==> src/rtl/pwr_mon_pkg.sv <==
package pwr_mon_pkg;
    localparam int CODE_W = 8;
    localparam logic [CODE_W-1:0] CMD_LIMIT      = 8'hD4;
    localparam logic [CODE_W-1:0] CMD_PEAK       = 8'hD5;
    localparam logic [CODE_W-1:0] CMD_PEAK_CLEAR = 8'hD6;
endpackage

==> src/rtl/pwr_warn_unit.sv <==
module pwr_warn_unit #(
    parameter int DATA_W = 12
) (
    input  logic              clk,
    input  logic              rst_n,
    input  logic              lim_we,
    input  logic [DATA_W-1:0] lim_wdata,
    input  logic              smp_valid,
    input  logic [DATA_W-1:0] smp_data,
    input  logic              warn_clr,
    output logic [DATA_W-1:0] limit,
    output logic              warn
);
    localparam logic [DATA_W-1:0] LIM_OFF = '1;

    typedef struct packed {
        logic [DATA_W-1:0] limit;
        logic              warn;
    } warn_st_t;

    warn_st_t st_d, st_q;
    logic     over_d;

    always_comb begin
        st_d   = st_q;
        over_d = smp_valid && (st_q.limit != LIM_OFF) && (smp_data > st_q.limit);
        if (lim_we)   st_d.limit = lim_wdata;
        if (warn_clr) st_d.warn  = 1'b0;
        if (over_d)   st_d.warn  = 1'b1;
    end

    always_ff @(posedge clk or negedge rst_n) begin
        if (!rst_n) begin
            st_q.limit <= LIM_OFF;
            st_q.warn  <= 1'b0;
        end else begin
            st_q <= st_d;
        end
    end

    assign limit = st_q.limit;
    assign warn  = st_q.warn;

    assert_over_sets_R3: assert property (@(posedge clk) disable iff (!rst_n)
        (smp_valid && limit != LIM_OFF && smp_data > limit) |=> warn);

    assert_disabled_quiet_R4: assert property (@(posedge clk) disable iff (!rst_n)
        (!warn && limit == LIM_OFF) |=> !warn);

    assert_sticky_R5: assert property (@(posedge clk) disable iff (!rst_n)
        (warn && !warn_clr) |=> warn);

    assert_limit_load_R2: assert property (@(posedge clk) disable iff (!rst_n)
        lim_we |=> (limit == $past(lim_wdata)));
endmodule

==> src/rtl/pwr_peak_hold.sv <==
module pwr_peak_hold #(
    parameter int DATA_W = 12
) (
    input  logic              clk,
    input  logic              rst_n,
    input  logic              smp_valid,
    input  logic [DATA_W-1:0] smp_data,
    input  logic              peak_clr,
    output logic [DATA_W-1:0] peak
);
    typedef struct packed {
        logic [DATA_W-1:0] peak;
    } peak_st_t;

    peak_st_t st_d, st_q;

    always_comb begin
        st_d = st_q;
        if (smp_valid && (smp_data > st_q.peak)) st_d.peak = smp_data;
        if (peak_clr) st_d.peak = '0;
    end

    always_ff @(posedge clk or negedge rst_n) begin
        if (!rst_n) st_q.peak <= '0;
        else        st_q      <= st_d;
    end

    assign peak = st_q.peak;

    assert_clear_zero_R7: assert property (@(posedge clk) disable iff (!rst_n)
        peak_clr |=> (peak == '0));

    assert_monotone_R6: assert property (@(posedge clk) disable iff (!rst_n)
        !peak_clr |=> (peak >= $past(peak)));

    assert_covers_sample_R6: assert property (@(posedge clk) disable iff (!rst_n)
        (smp_valid && !peak_clr) |=> (peak >= $past(smp_data)));
endmodule

==> src/rtl/pwr_peak_monitor.sv <==
module pwr_peak_monitor
    import pwr_mon_pkg::*;
#(
    parameter int DATA_W = 12,
    parameter int RD_W   = 16
) (
    input  logic              clk,
    input  logic              rst_n,
    input  logic              smp_valid,
    input  logic [DATA_W-1:0] smp_data,
    input  logic              cmd_valid,
    input  logic              cmd_write,
    input  logic [CODE_W-1:0] cmd_code,
    input  logic [DATA_W-1:0] cmd_wdata,
    output logic [RD_W-1:0]   cmd_rdata,
    input  logic              warn_clr,
    output logic              warn_flag,
    output logic              alert_req
);
    localparam int PAD_W = RD_W - DATA_W;

    logic              wr_acc, rd_acc;
    logic              lim_we, peak_clr;
    logic [DATA_W-1:0] limit_w, peak_w;
    logic [DATA_W-1:0] rd_sel;
    logic              warn_w;

    assign wr_acc   = cmd_valid && cmd_write;
    assign rd_acc   = cmd_valid && !cmd_write;
    assign lim_we   = wr_acc && (cmd_code == CMD_LIMIT);
    assign peak_clr = wr_acc && (cmd_code == CMD_PEAK_CLEAR);

    pwr_warn_unit #(.DATA_W(DATA_W)) u_warn (
        .clk       (clk),
        .rst_n     (rst_n),
        .lim_we    (lim_we),
        .lim_wdata (cmd_wdata),
        .smp_valid (smp_valid),
        .smp_data  (smp_data),
        .warn_clr  (warn_clr),
        .limit     (limit_w),
        .warn      (warn_w)
    );

    pwr_peak_hold #(.DATA_W(DATA_W)) u_peak (
        .clk       (clk),
        .rst_n     (rst_n),
        .smp_valid (smp_valid),
        .smp_data  (smp_data),
        .peak_clr  (peak_clr),
        .peak      (peak_w)
    );

    always_comb begin
        rd_sel = '0;
        if (rd_acc) begin
            case (cmd_code)
                CMD_LIMIT: rd_sel = limit_w;
                CMD_PEAK:  rd_sel = peak_w;
                default:   rd_sel = '0;
            endcase
        end
    end

    generate
        if (PAD_W > 0) begin : g_pad
            assign cmd_rdata = {{PAD_W{1'b0}}, rd_sel};
        end else begin : g_nopad
            assign cmd_rdata = rd_sel[RD_W-1:0];
        end
    endgenerate

    assign warn_flag = warn_w;
    assign alert_req = warn_w;

    assert_alert_follows_R3: assert property (@(posedge clk) disable iff (!rst_n)
        $rose(alert_req) |-> $past(smp_valid));
endmodule

==> config.mk <==
export PLATFORM = sky130hd
export DESIGN_NAME = pwr_peak_monitor
export DESIGN_NICKNAME = d
export VERILOG_FILES = /design/src/rtl/pwr_mon_pkg.sv /design/src/rtl/pwr_warn_unit.sv /design/src/rtl/pwr_peak_hold.sv /design/src/rtl/pwr_peak_monitor.sv
export SDC_FILE = /design/constraint.sdc
export NUM_CORES = 1
export LEC_CHECK = 0
export ABC_AREA = 1
export BUFFER_PORTS_ARGS = -buffer_cell sky130_fd_sc_hd__buf_2
export CAP_MARGIN = 20
export CELL_PAD_IN_SITES_DETAIL_PLACEMENT = 1
export CELL_PAD_IN_SITES_GLOBAL_PLACEMENT = 1
export CORE_ASPECT_RATIO = 0.8
export CORE_MARGIN = 1.5
export CORE_UTILIZATION = 40
export CTS_CLUSTER_SIZE = 24
export DETAILED_ROUTE_END_ITERATION = 8
export PLACE_DENSITY_LB_ADDON = 0.1
export SETUP_SLACK_MARGIN = 0.15
export SKIP_LAST_GASP = 1
export SLEW_MARGIN = 20
export SYNTH_ARGS = -nofsm -noshare
export SYNTH_HDL_FRONTEND = slang
export SYNTH_SLANG_ARGS = --single-unit
==> constraint.sdc <==
create_clock -name clk -period 3.55 [get_ports clk]
set_input_delay 0.1775 -clock clk [delete_from_list [all_inputs] [get_ports clk]]
set_output_delay 0.1775 -clock clk [all_outputs]
set_load 0.01 [all_outputs]
==> results of run 1 <==
-- per-stage QoR --
step,worst slack (ns),power (W),util
2_1_floorplan,2.07,0.000712,-
3_3_place_gp,1.52,0.000822,0.467
3_5_place_dp,1.43,0.000847,0.467
4_1_cts,1.42,0.00103,0.478
5_1_grt,1.22,0.00112,0.478
6_report,1.42,0.00102,0.478
-- layout by cell type (no fill, tap or decap), types with 2 or more instances in the layout --
cell	count
nand2_1	60
buf_2	51
inv_1	46
ha_1	24
nor2_1	19
nand4_1	18
nand3_1	17
a21oi_1	14
dfrtp_1	13
dfstp_2	12
a21oi_2	11
nor2_2	8
o22ai_1	6
conb_1	4
nand2_2	3
nor3_1	3
clkbuf_8	3
nor2_4	2
o21ai_0	2
-- power groups by stage --
stage	clock (W)	combinational, W	sequential [W]
global placement	0	0.000414	0.000408
CTS	0.000182	0.000437	0.000407
finish	0.000177	0.000434	0.000408
floorplan	0	0.000316	0.000396
global route	0.000198	0.000507	0.000417
detailed placement	0	0.000434	0.000412
-- worst max-delay path: stages, from the launching register on --
cell,delay (ns)
dfrtp_1,0.40
inv_1,0.06
ha_1,0.28
nand2_1,0.13
nor2_1,0.08
nand3_1,0.07
nand2_1,0.05
inv_1,0.30
nand2_1,0.38
nand3_1,0.18
nand2_1,0.09
-- final timing paths --
path	startpoint	endpoint	slack (ns)	cells past startpoint
min reg2reg	u_peak.peak[4]	u_peak.peak[4]	0.50	2
min	warn_clr	u_warn.warn	0.13	4
min in group asynchronous	rst_n	u_peak.peak[6]	0.45	2
max in group asynchronous	rst_n	u_peak.peak[7]	2.70	2
max	u_peak.peak[11]	u_peak.peak[7]	1.42	10
max reg2reg	u_peak.peak[11]	u_peak.peak[7]	1.42	10
-- layer usage --
layer,vias to the layer above,GRT usage
li1,994,-
met2,41,0.377
met1,925,0.321
met4,0,0.0553
met5,-,0
met3,4,0.0205
-- area by class of cell --
type,count,area [um2]
multi-input combinational,196,1200
timing repair buffer,52,265
tap,62,77.6
sequential,25,641
inverter,48,183
clock buffer,4,45.0
fill,667,2630
-- state kept, by name (all words and copies together), names as in the netlist --
signal / count
u_peak.peak: 12
u_warn.limit: 12
u_warn.warn: 1
-- cell families (layout without fill, tap and decap cells) --
kind of cell,after synthesis,count (layout),share of synthesized area
AND/OR/NAND/NOR,134,134,0.314
buffers and inverters,61,104,0.130
AO/OA/AOI/OAI,34,34,0.105
flip-flops,25,25,0.305
adder cells (fa/ha/maj),24,24,0.143
other,1,4,0.00179
==> flow_summary_export.csv, run 1 <==
group,metric,value,unit
synthesis,synth.most_common_cell,"nand2_1",
place,port_buffers,51,
sta,slew_viol_final,0,
place,placed_cell_area,0.00235,mm2
routing,wl_met2,2850,um
synthesis,synth.distinct_cells,28,
die,io_pins,56,
die,dieWidth,84.0,um
clock_network,cts_buffers,3,
sta,finalClockSkew,0.00190,ns
power,p_seq_frac,0.400,
power,power.density,423,mW/mm2
critical_path,arrival,2.29,ns
routing,met3_length,224,um
clock_network,cts_max_path_buffers,2,
synthesis,synth_top_area_share,0.155,
critical_path,path_max_fanout,13,
die,start_util,0.417,
synthesis,synthCells,279,
power,p_clk_frac,0.174,
synthesis,synth_top_cell_by_area,"dfrtp_1",
final_layout,final_area,0.00241,mm2
routing,topRoutingLayerUsed,"met4",
global_routing,grt_pass1_vias,1963,
clock_network,cts.sinks,25,
global_routing,grt_pass1_wl,10000,um
synthesis,netlist_area,0.00210,mm2
clock_network,clock-root-buffer,"clkbuf_8",
synthesis,synth_area_leaders,"dfrtp_1, dfstp_2, ha_1, nand2_1, inv_1",
sta,fin_tns_setup,0,ns
power,intPower,0.000595,W
power,power.switching,0.000425,W
final_layout,final_nets,388,
sta,period_minus_slack,2.13,ns
routing,m1WireLength,3040,um
critical_path,crit_type,"register to register",
die,die_h,67.8,um
sta,worst_pin_slew,0.899,ns
clock_network,cts_hold_buffers,1,
sta,setup_viol,0,
power,power_frac_comb,0.426,
die,row_count,23,
final_layout,drive_gt1_frac,0.295,
routing,drt_pass1_iterations,4,
routing,via_per_inst,5.07,
clock_network,clkTransAtPathRegs,0.09,ns
clock_network,post_cts_buffers,0,
synthesis,ys_warn_count,0,
run_status,status,"complete, no violations",
routing,wl_per_cell,15.9,um
final_layout,num_antenna_cells,0,
synthesis,syn_avg_cell_area,7.53,um2
die,dieArea,0.00570,mm2
sta,rsz0062_at_grt,"false",
critical_path,critPathCaptureType,"register",
routing,postRouteAntennaNets,0,
global_routing,overflow,0,
job,cap_violations,0,
sta,finalCritPeriodShare,0.600,
routing,vias,1964,
synthesis,ys_async_sr_fraction,1.00,
critical_path,crit_required,3.71,ns
routing,wl,6160,um
clock_network,htree_levels,1,
routing,drc,0,
sta,hold_viol,0,
synthesis,synth_commonest_cells,"nand2_1, inv_1, ha_1",
routing,drt-initial-drc-count,98,
critical_path,startpoint_type,"register",
clock_network,cts_resized,0,
worst_hold_path,hold_path.class,"input pin to register",
global_routing,grt_max_degree,26,
global_routing,grtUsageTotal,0.226,
final_layout,syn_to_final_growth,14.7,%
place,gp_congestion,0.799,
sta,fmax,469,MHz
global_routing,antenna_found_initial,0,
clock_network,cts_tree,"yes",
synthesis,ys_ff_latch,25,
die,core,0.00504,mm2
place,dp.cells,382,
power,swShare,0.417,
sta,whs,0.131,ns
final_layout,fin_cells,387,
place,dp_hpwl,4930,um
clock_network,clkLatencyLatePin,0.27,ns
power,power.leakage,1.37,nW
synthesis,yosys_most_used_dff,"dfrtp_1",
synthesis,synth_edf_count,0,
synthesis,synth_seq_area_share,0.305,
sta,slew_headroom,0.399,
power,ir_drop,207,uV
Note: power is estimated with default switching activity, not from simulation.
==> inputs of run 2 (changes only) <==
CORE_UTILIZATION = 34   (was 40)
clock period = 1.7 ns   (was 3.55 ns; I/O delays follow)
==> run 2 against run 1 <==
Global-route usage shrank 2.1 points. Clock skew about the same. Hold slack lost 0.11 ns. Critical path depth grew 2. Die area rose by 17%. Sequential share of layout area decreased by 5.7 points. Register-to-register slack lost 1.3 ns. Combinational power rose to 4.0 times the previous value. Worst setup slack worse by 1.3 ns. Cell count increased by 13%. Total power rose to 2.9 times the previous value.
==> flow_summary_export.csv, run 2 (same netlist as run 1, synthesis figures left out) <==
group,metric,value,unit
final_layout,fin_cells,436,
critical_path,crit_required,1.92,ns
clock_network,cts_buffers,3,
final_layout,mostFrequentLayoutCells,"buf_2, nand2_1, inv_1",
routing,wl_per_cell,16.1,um
worst_hold_path,min_to,"u_warn.limit[0]",
routing,drt_pass1_iterations,4,
routing,vias,2126,
sta,period_minus_slack,1.60,ns
global_routing,grt.busiest_layer,"met2",
global_routing,grt_pass1_vias,2158,
power,ir_drop,646,uV
sta,setup_viol,0,
critical_path,path_max_fanout,6,
sta,worst_pin_slew,0.607,ns
final_layout,nFillCells,761,
place,dp.cells,410,
die,die_h,73.3,um
critical_path,path_cells,"inv_1, ha_1, nand2_1, inv_1, nand2_1, nand2_2, nand2_2, nand3_4, nand2_4, clkbuf_16, nand3_2, nand2_1",
global_routing,grtUsageTotal,0.205,
run_status,status,"complete, no violations",
final_layout,syn_to_final_growth,45.6,%
final_layout,mostFrequentLayoutCell,"buf_2",
global_routing,overflow,0,
worst_hold_path,min_from,"cmd_wdata[0]",
job,cap_violations,0,
clock_network,htree_levels,1,
clock_network,cts_max_path_buffers,2,
place,dp_hpwl,4920,um
global_routing,grt_max_degree,26,
clock_network,cts_tree,"yes",
die,dieArea,0.00666,mm2
routing,drt-initial-drc-count,66,
critical_path,crit_path_top_delay_cell,"dfrtp_1",
die,io_pins,56,
sta,finalClockSkew,0.00179,ns
die,dieWidth,90.9,um
place,gp_congestion,0.774,
die,row_count,25,
clock_network,clkLatencyLatePin,0.28,ns
sta,rsz0062_at_grt,"true",
critical_path,crit_type,"register to register",
sta,slew_viol_final,0,
final_layout,drive_gt1_frac,0.546,
critical_path,arrival,1.82,ns
routing,drc,0,
worst_hold_path,hold_path.class,"input pin to register",
sta,fin_tns_setup,0,ns
clock_network,clock-root-buffer,"clkbuf_8",
critical_path,worstRegToRegCells,12,
sta,finalCritPeriodShare,0.941,
critical_path,reg2reg_from,"u_peak.peak[6]",
clock_network,clkTransAtPathRegs,0.10,ns
final_layout,num_antenna_cells,0,
die,start_util,0.353,
global_routing,antenna_found_initial,0,
critical_path,max_stage_delay,0.36,ns
routing,wl,7010,um
place,port_buffers,51,
routing,postRouteAntennaNets,0,
sta,fmax,625,MHz
global_routing,use_met2,0.366,
clock_network,cts.sinks,25,
sta,hold_viol,0,
critical_path,startpoint_type,"register",
global_routing,grt_util_met1,0.267,
critical_path,r2r-end,"u_peak.peak[3]",
routing,via_per_inst,4.88,
sta,slew_headroom,0.595,
global_routing,grt_pass1_wl,10500,um
power,power.leakage,1.53,nW
power,power.density,976,mW/mm2
die,core,0.00594,mm2
critical_path,cpMostUsedCell,"nand2_1",
worst_hold_path,min_path_cells,3,
global_routing,use_met3,0.0362,
final_layout,largestRegisters,"u_peak.peak x12, u_warn.limit x12, u_warn.warn x1",
final_layout,final_nets,418,
critical_path,critPathCaptureType,"register",
critical_path,r2r_slack,0.1,ns
run 2: changes by cell type in the layout (fill, tap and decap cells not counted), sizes merged:
cell    change
buf        +29
clkbuf      +1
run 2: timing repair:
item                                   CTS  global route
gates resized for setup                 24            57
hold buffers                             1             0
setup endpoints to repair               13            16
gates cloned                             0             2
pin swaps                                6            20
endpoints found under the hold margin   13             0
setup buffers                            9            10
run 2: area by class of cell:
cell class	instances	area, um2	share of cell area
multi-input cells	196	1560	0.508
inverters	48	188	0.0613
clock buffers	4	45.0	0.0147
well taps	81	101	0.0331
repair buffers	82	529	0.173
flip-flops and latches	25	641	0.209
run 2: how the worst max path moves through the flow:
stage | startpoint | end | slack (ns) | cells after the start
4_1_cts | u_peak.peak[10] | u_peak.peak[6] | 0.11 | 12
5_1_grt | u_peak.peak[6] | u_peak.peak[10] | 0.006 | 12
6_report | u_peak.peak[6] | u_peak.peak[3] | 0.1 | 12
2_1_floorplan | u_peak.peak[11] | u_peak.peak[0] | 0.22 | 12
3_3_place_gp | u_warn.limit[11] | u_warn.warn | 0.09 | 9
3_5_place_dp | u_peak.peak[11] | u_peak.peak[6] | 0.06 | 12
run 2: critical path, delay by kind of cell (launching register included):
| family | cells | cell delay [ns] |
|---|---|---|
| AND/OR/NAND/NOR | 8 | 0.65 |
| flip-flops | 1 | 0.36 |
| adder cells (fa/ha/maj) | 1 | 0.29 |
| buffers and inverters | 3 | 0.26 |
run 2: metrics by stage:
step	utilization	power [W]	worst slack (ns)	hold slack, ns	instance area (um2)
finish	0.515	0.00299	0.0996	0.0249	3060
global route	0.515	0.00323	0.00550	0.0209	3060
CTS	0.455	0.00247	0.111	0.0243	2710
detailed placement	0.413	0.00191	0.0556	0.131	2460
global placement	0.413	0.00188	0.0892	0.121	2460
floorplan	-	0.00149	0.219	-0.211	2110
run 2: where the power goes:
part / leakage, nW / switching (W) / internal, W
registers: 0.288 / 0.000118 / 0.000747
logic: 1.22 / 0.000897 / 0.000842
clock network: 0.0228 / 0.000214 / 0.000169
total: 1.53 / 0.00123 / 0.00176
run 2: metal layers:
metal	wire length [um]	part of all wire	vias up
met5	0	0	-
met4	38	0.0054	0
met3	229	0.033	4
met2	3490	0.50	38
met1	3250	0.46	1025
li1	-	-	1059
==> inputs of run 3 (changes only) <==
CORE_UTILIZATION = 40   (was 34)
clock period = 2.05 ns   (was 1.7 ns; I/O delays follow)
==> run 3 against run 2 <==
Critical endpoint is now u_peak.peak[8]. Sequential share of layout area increased by 5.4 points. Core utilization decreased by 3.2 points. Largest power group unchanged. Largest cell class unchanged. Flip-flop and latch count unchanged. Design area decreased by 20%. Via count decreased by 8.4%. Combinational power decreased by 55%. Global-route usage increased by 1.7 points. Clock power decreased by 20%. Die area decreased by 14%.
==> flow_summary_export.csv, run 3 (same netlist as run 1, synthesis figures left out) <==
group,metric,value,unit
run_status,status,"complete, no violations",
clock_network,cts_tree,"yes",
final_layout,num_antenna_cells,0,
sta,finalCritPeriodShare,0.839,
power,intPower,0.00105,W
die,dieArea,0.00570,mm2
routing,drt_pass1_iterations,4,
clock_network,clkTransAtPathRegs,0.09,ns
global_routing,grt_pass1_vias,1954,
die,die_h,67.8,um
power,p_seq_frac,0.394,
sta,rsz0062_at_grt,"false",
routing,wl_per_cell,15.0,um
global_routing,overflow,0,
critical_path,reg2reg_from,"u_peak.peak[11]",
critical_path,critPathCaptureType,"register",
power,p_clk_frac,0.172,
final_layout,syn_to_final_growth,15.8,%
critical_path,worstSetupStartpoint,"u_peak.peak[11]",
sta,hold_viol,0,
final_layout,drive_gt1_frac,0.305,
sta,fin_tns_setup,0,ns
critical_path,path_max_fanout,12,
sta,finalClockSkew,0.00115,ns
die,io_pins,56,
critical_path,r2r_slack,0.33,ns
power,ir_drop,407,uV
power,power.leakage,1.38,nW
place,dp_hpwl,4720,um
routing,via_per_inst,4.99,
final_layout,mostFrequentLayoutCell,"nand2_1",
place,port_buffers,51,
sta,period_minus_slack,1.72,ns
clock_network,cts_max_path_buffers,2,
routing,vias,1948,
die,dieWidth,84.0,um
sta,worst_pin_slew,0.595,ns
die,start_util,0.417,
critical_path,worstRegToRegCells,10,
clock_network,cts.sinks,25,
final_layout,nFillCells,653,
power,swShare,0.410,
critical_path,crit_required,2.26,ns
clock_network,htree_levels,1,
worst_hold_path,min_from,"cmd_wdata[0]",
critical_path,r2r-end,"u_peak.peak[8]",
global_routing,grt_max_degree,26,
place,dp_worst_setup_slack,0.196,ns
clock_network,post_cts_buffers,0,
global_routing,antenna_found_initial,0,
power,power_frac_comb,0.434,
worst_hold_path,hold_path.class,"input pin to register",
sta,slew_viol_final,0,
power,power.density,733,mW/mm2
power,power.switching,0.000731,W
routing,drc,0,
routing,postRouteAntennaNets,0,
critical_path,crit_type,"register to register",
final_layout,largestRegisters,"u_peak.peak x12, u_warn.limit x12, u_warn.warn x1",
critical_path,worstSetupEndpoint,"u_peak.peak[8]",
critical_path,startpoint_type,"register",
job,cap_violations,0,
routing,wl,5860,um
sta,slew_headroom,0.603,
sta,timing.final.ws_setup,0.330,ns
final_layout,final_nets,391,
die,row_count,23,
final_layout,mostFrequentLayoutCells,"nand2_1, buf_2, inv_1",
sta,setup_viol,0,
sta,fmax,581,MHz
global_routing,grt_pass1_wl,9930,um
routing,drt-initial-drc-count,44,
place,gp_congestion,0.827,
critical_path,arrival,1.93,ns
clock_network,clkLatencyLatePin,0.27,ns
global_routing,grtUsageTotal,0.223,
die,core,0.00504,mm2
clock_network,clock-root-buffer,"clkbuf_8",
clock_network,cts_buffers,3,
run 3: power groups by stage:
stage | clock network, W | logic (W) | registers (W)
after floorplan | 0 | 0.000547 | 0.000686
after global placement | 0 | 0.000739 | 0.000708
after detailed placement | 0 | 0.000773 | 0.000712
after CTS | 0.000322 | 0.000780 | 0.000702
after global routing | 0.000337 | 0.000909 | 0.000720
final | 0.000307 | 0.000775 | 0.000702
run 3: worst min path at each step:
stage	endpoint	slack [ns]	cells past startpoint
after floorplan	u_peak.peak[0]	-0.19	0
after global placement	u_peak.peak[5]	0.14	1
after detailed placement	u_peak.peak[8]	0.14	1
after CTS	u_warn.limit[0]	0.05	3
after global routing	u_warn.limit[0]	0.04	3
final	u_warn.limit[0]	0.05	3
run 3: layer usage:
layer / vias to the layer above / wire length, um / track usage
met5: - / 0 / 0
met4: 0 / 28 / 0.0307
met3: 2 / 286 / 0.0302
met1: 894 / 2910 / 0.317
met2: 55 / 2640 / 0.374
li1: 997 / - / -
run 3: worst max-delay path, stage by stage (launching register included):
cell     delay [ns]
dfrtp_1        0.39
inv_1          0.06
ha_1           0.30
nand2_1        0.09
nor2_1         0.17
nand3_1        0.10
nand2_1        0.07
inv_1          0.05
nand2_2        0.23
nand3_1        0.12
nand2_1        0.09
run 3: final cells by class:
cell class | instances | area [um2] | area share
inverter | 48 | 183 | 0.0751
timing repair buffer | 55 | 288 | 0.118
clock buffer | 4 | 45.0 | 0.0185
tap | 62 | 77.6 | 0.0319
multi-input combinational | 196 | 1200 | 0.493
sequential | 25 | 641 | 0.263
run 3: timing repair:
action                                 CTS  global route
endpoints found under the hold margin   13             0
setup endpoints to repair                0            12
resized for setup                        0             1
hold buffers                             1             0
run 3: metrics by stage:
step / hold slack [ns] / instance area (um2) / util / cells / power (W)
after floorplan: -0.193 / 2110 / - / 282 / 0.00123
after detailed placement: 0.143 / 2380 / 0.472 / 385 / 0.00149
final: 0.0522 / 2430 / 0.483 / 390 / 0.00178
after global placement: 0.138 / 2380 / 0.472 / 385 / 0.00145
after CTS: 0.0460 / 2430 / 0.483 / 390 / 0.00180
after global routing: 0.0431 / 2430 / 0.483 / 390 / 0.00197
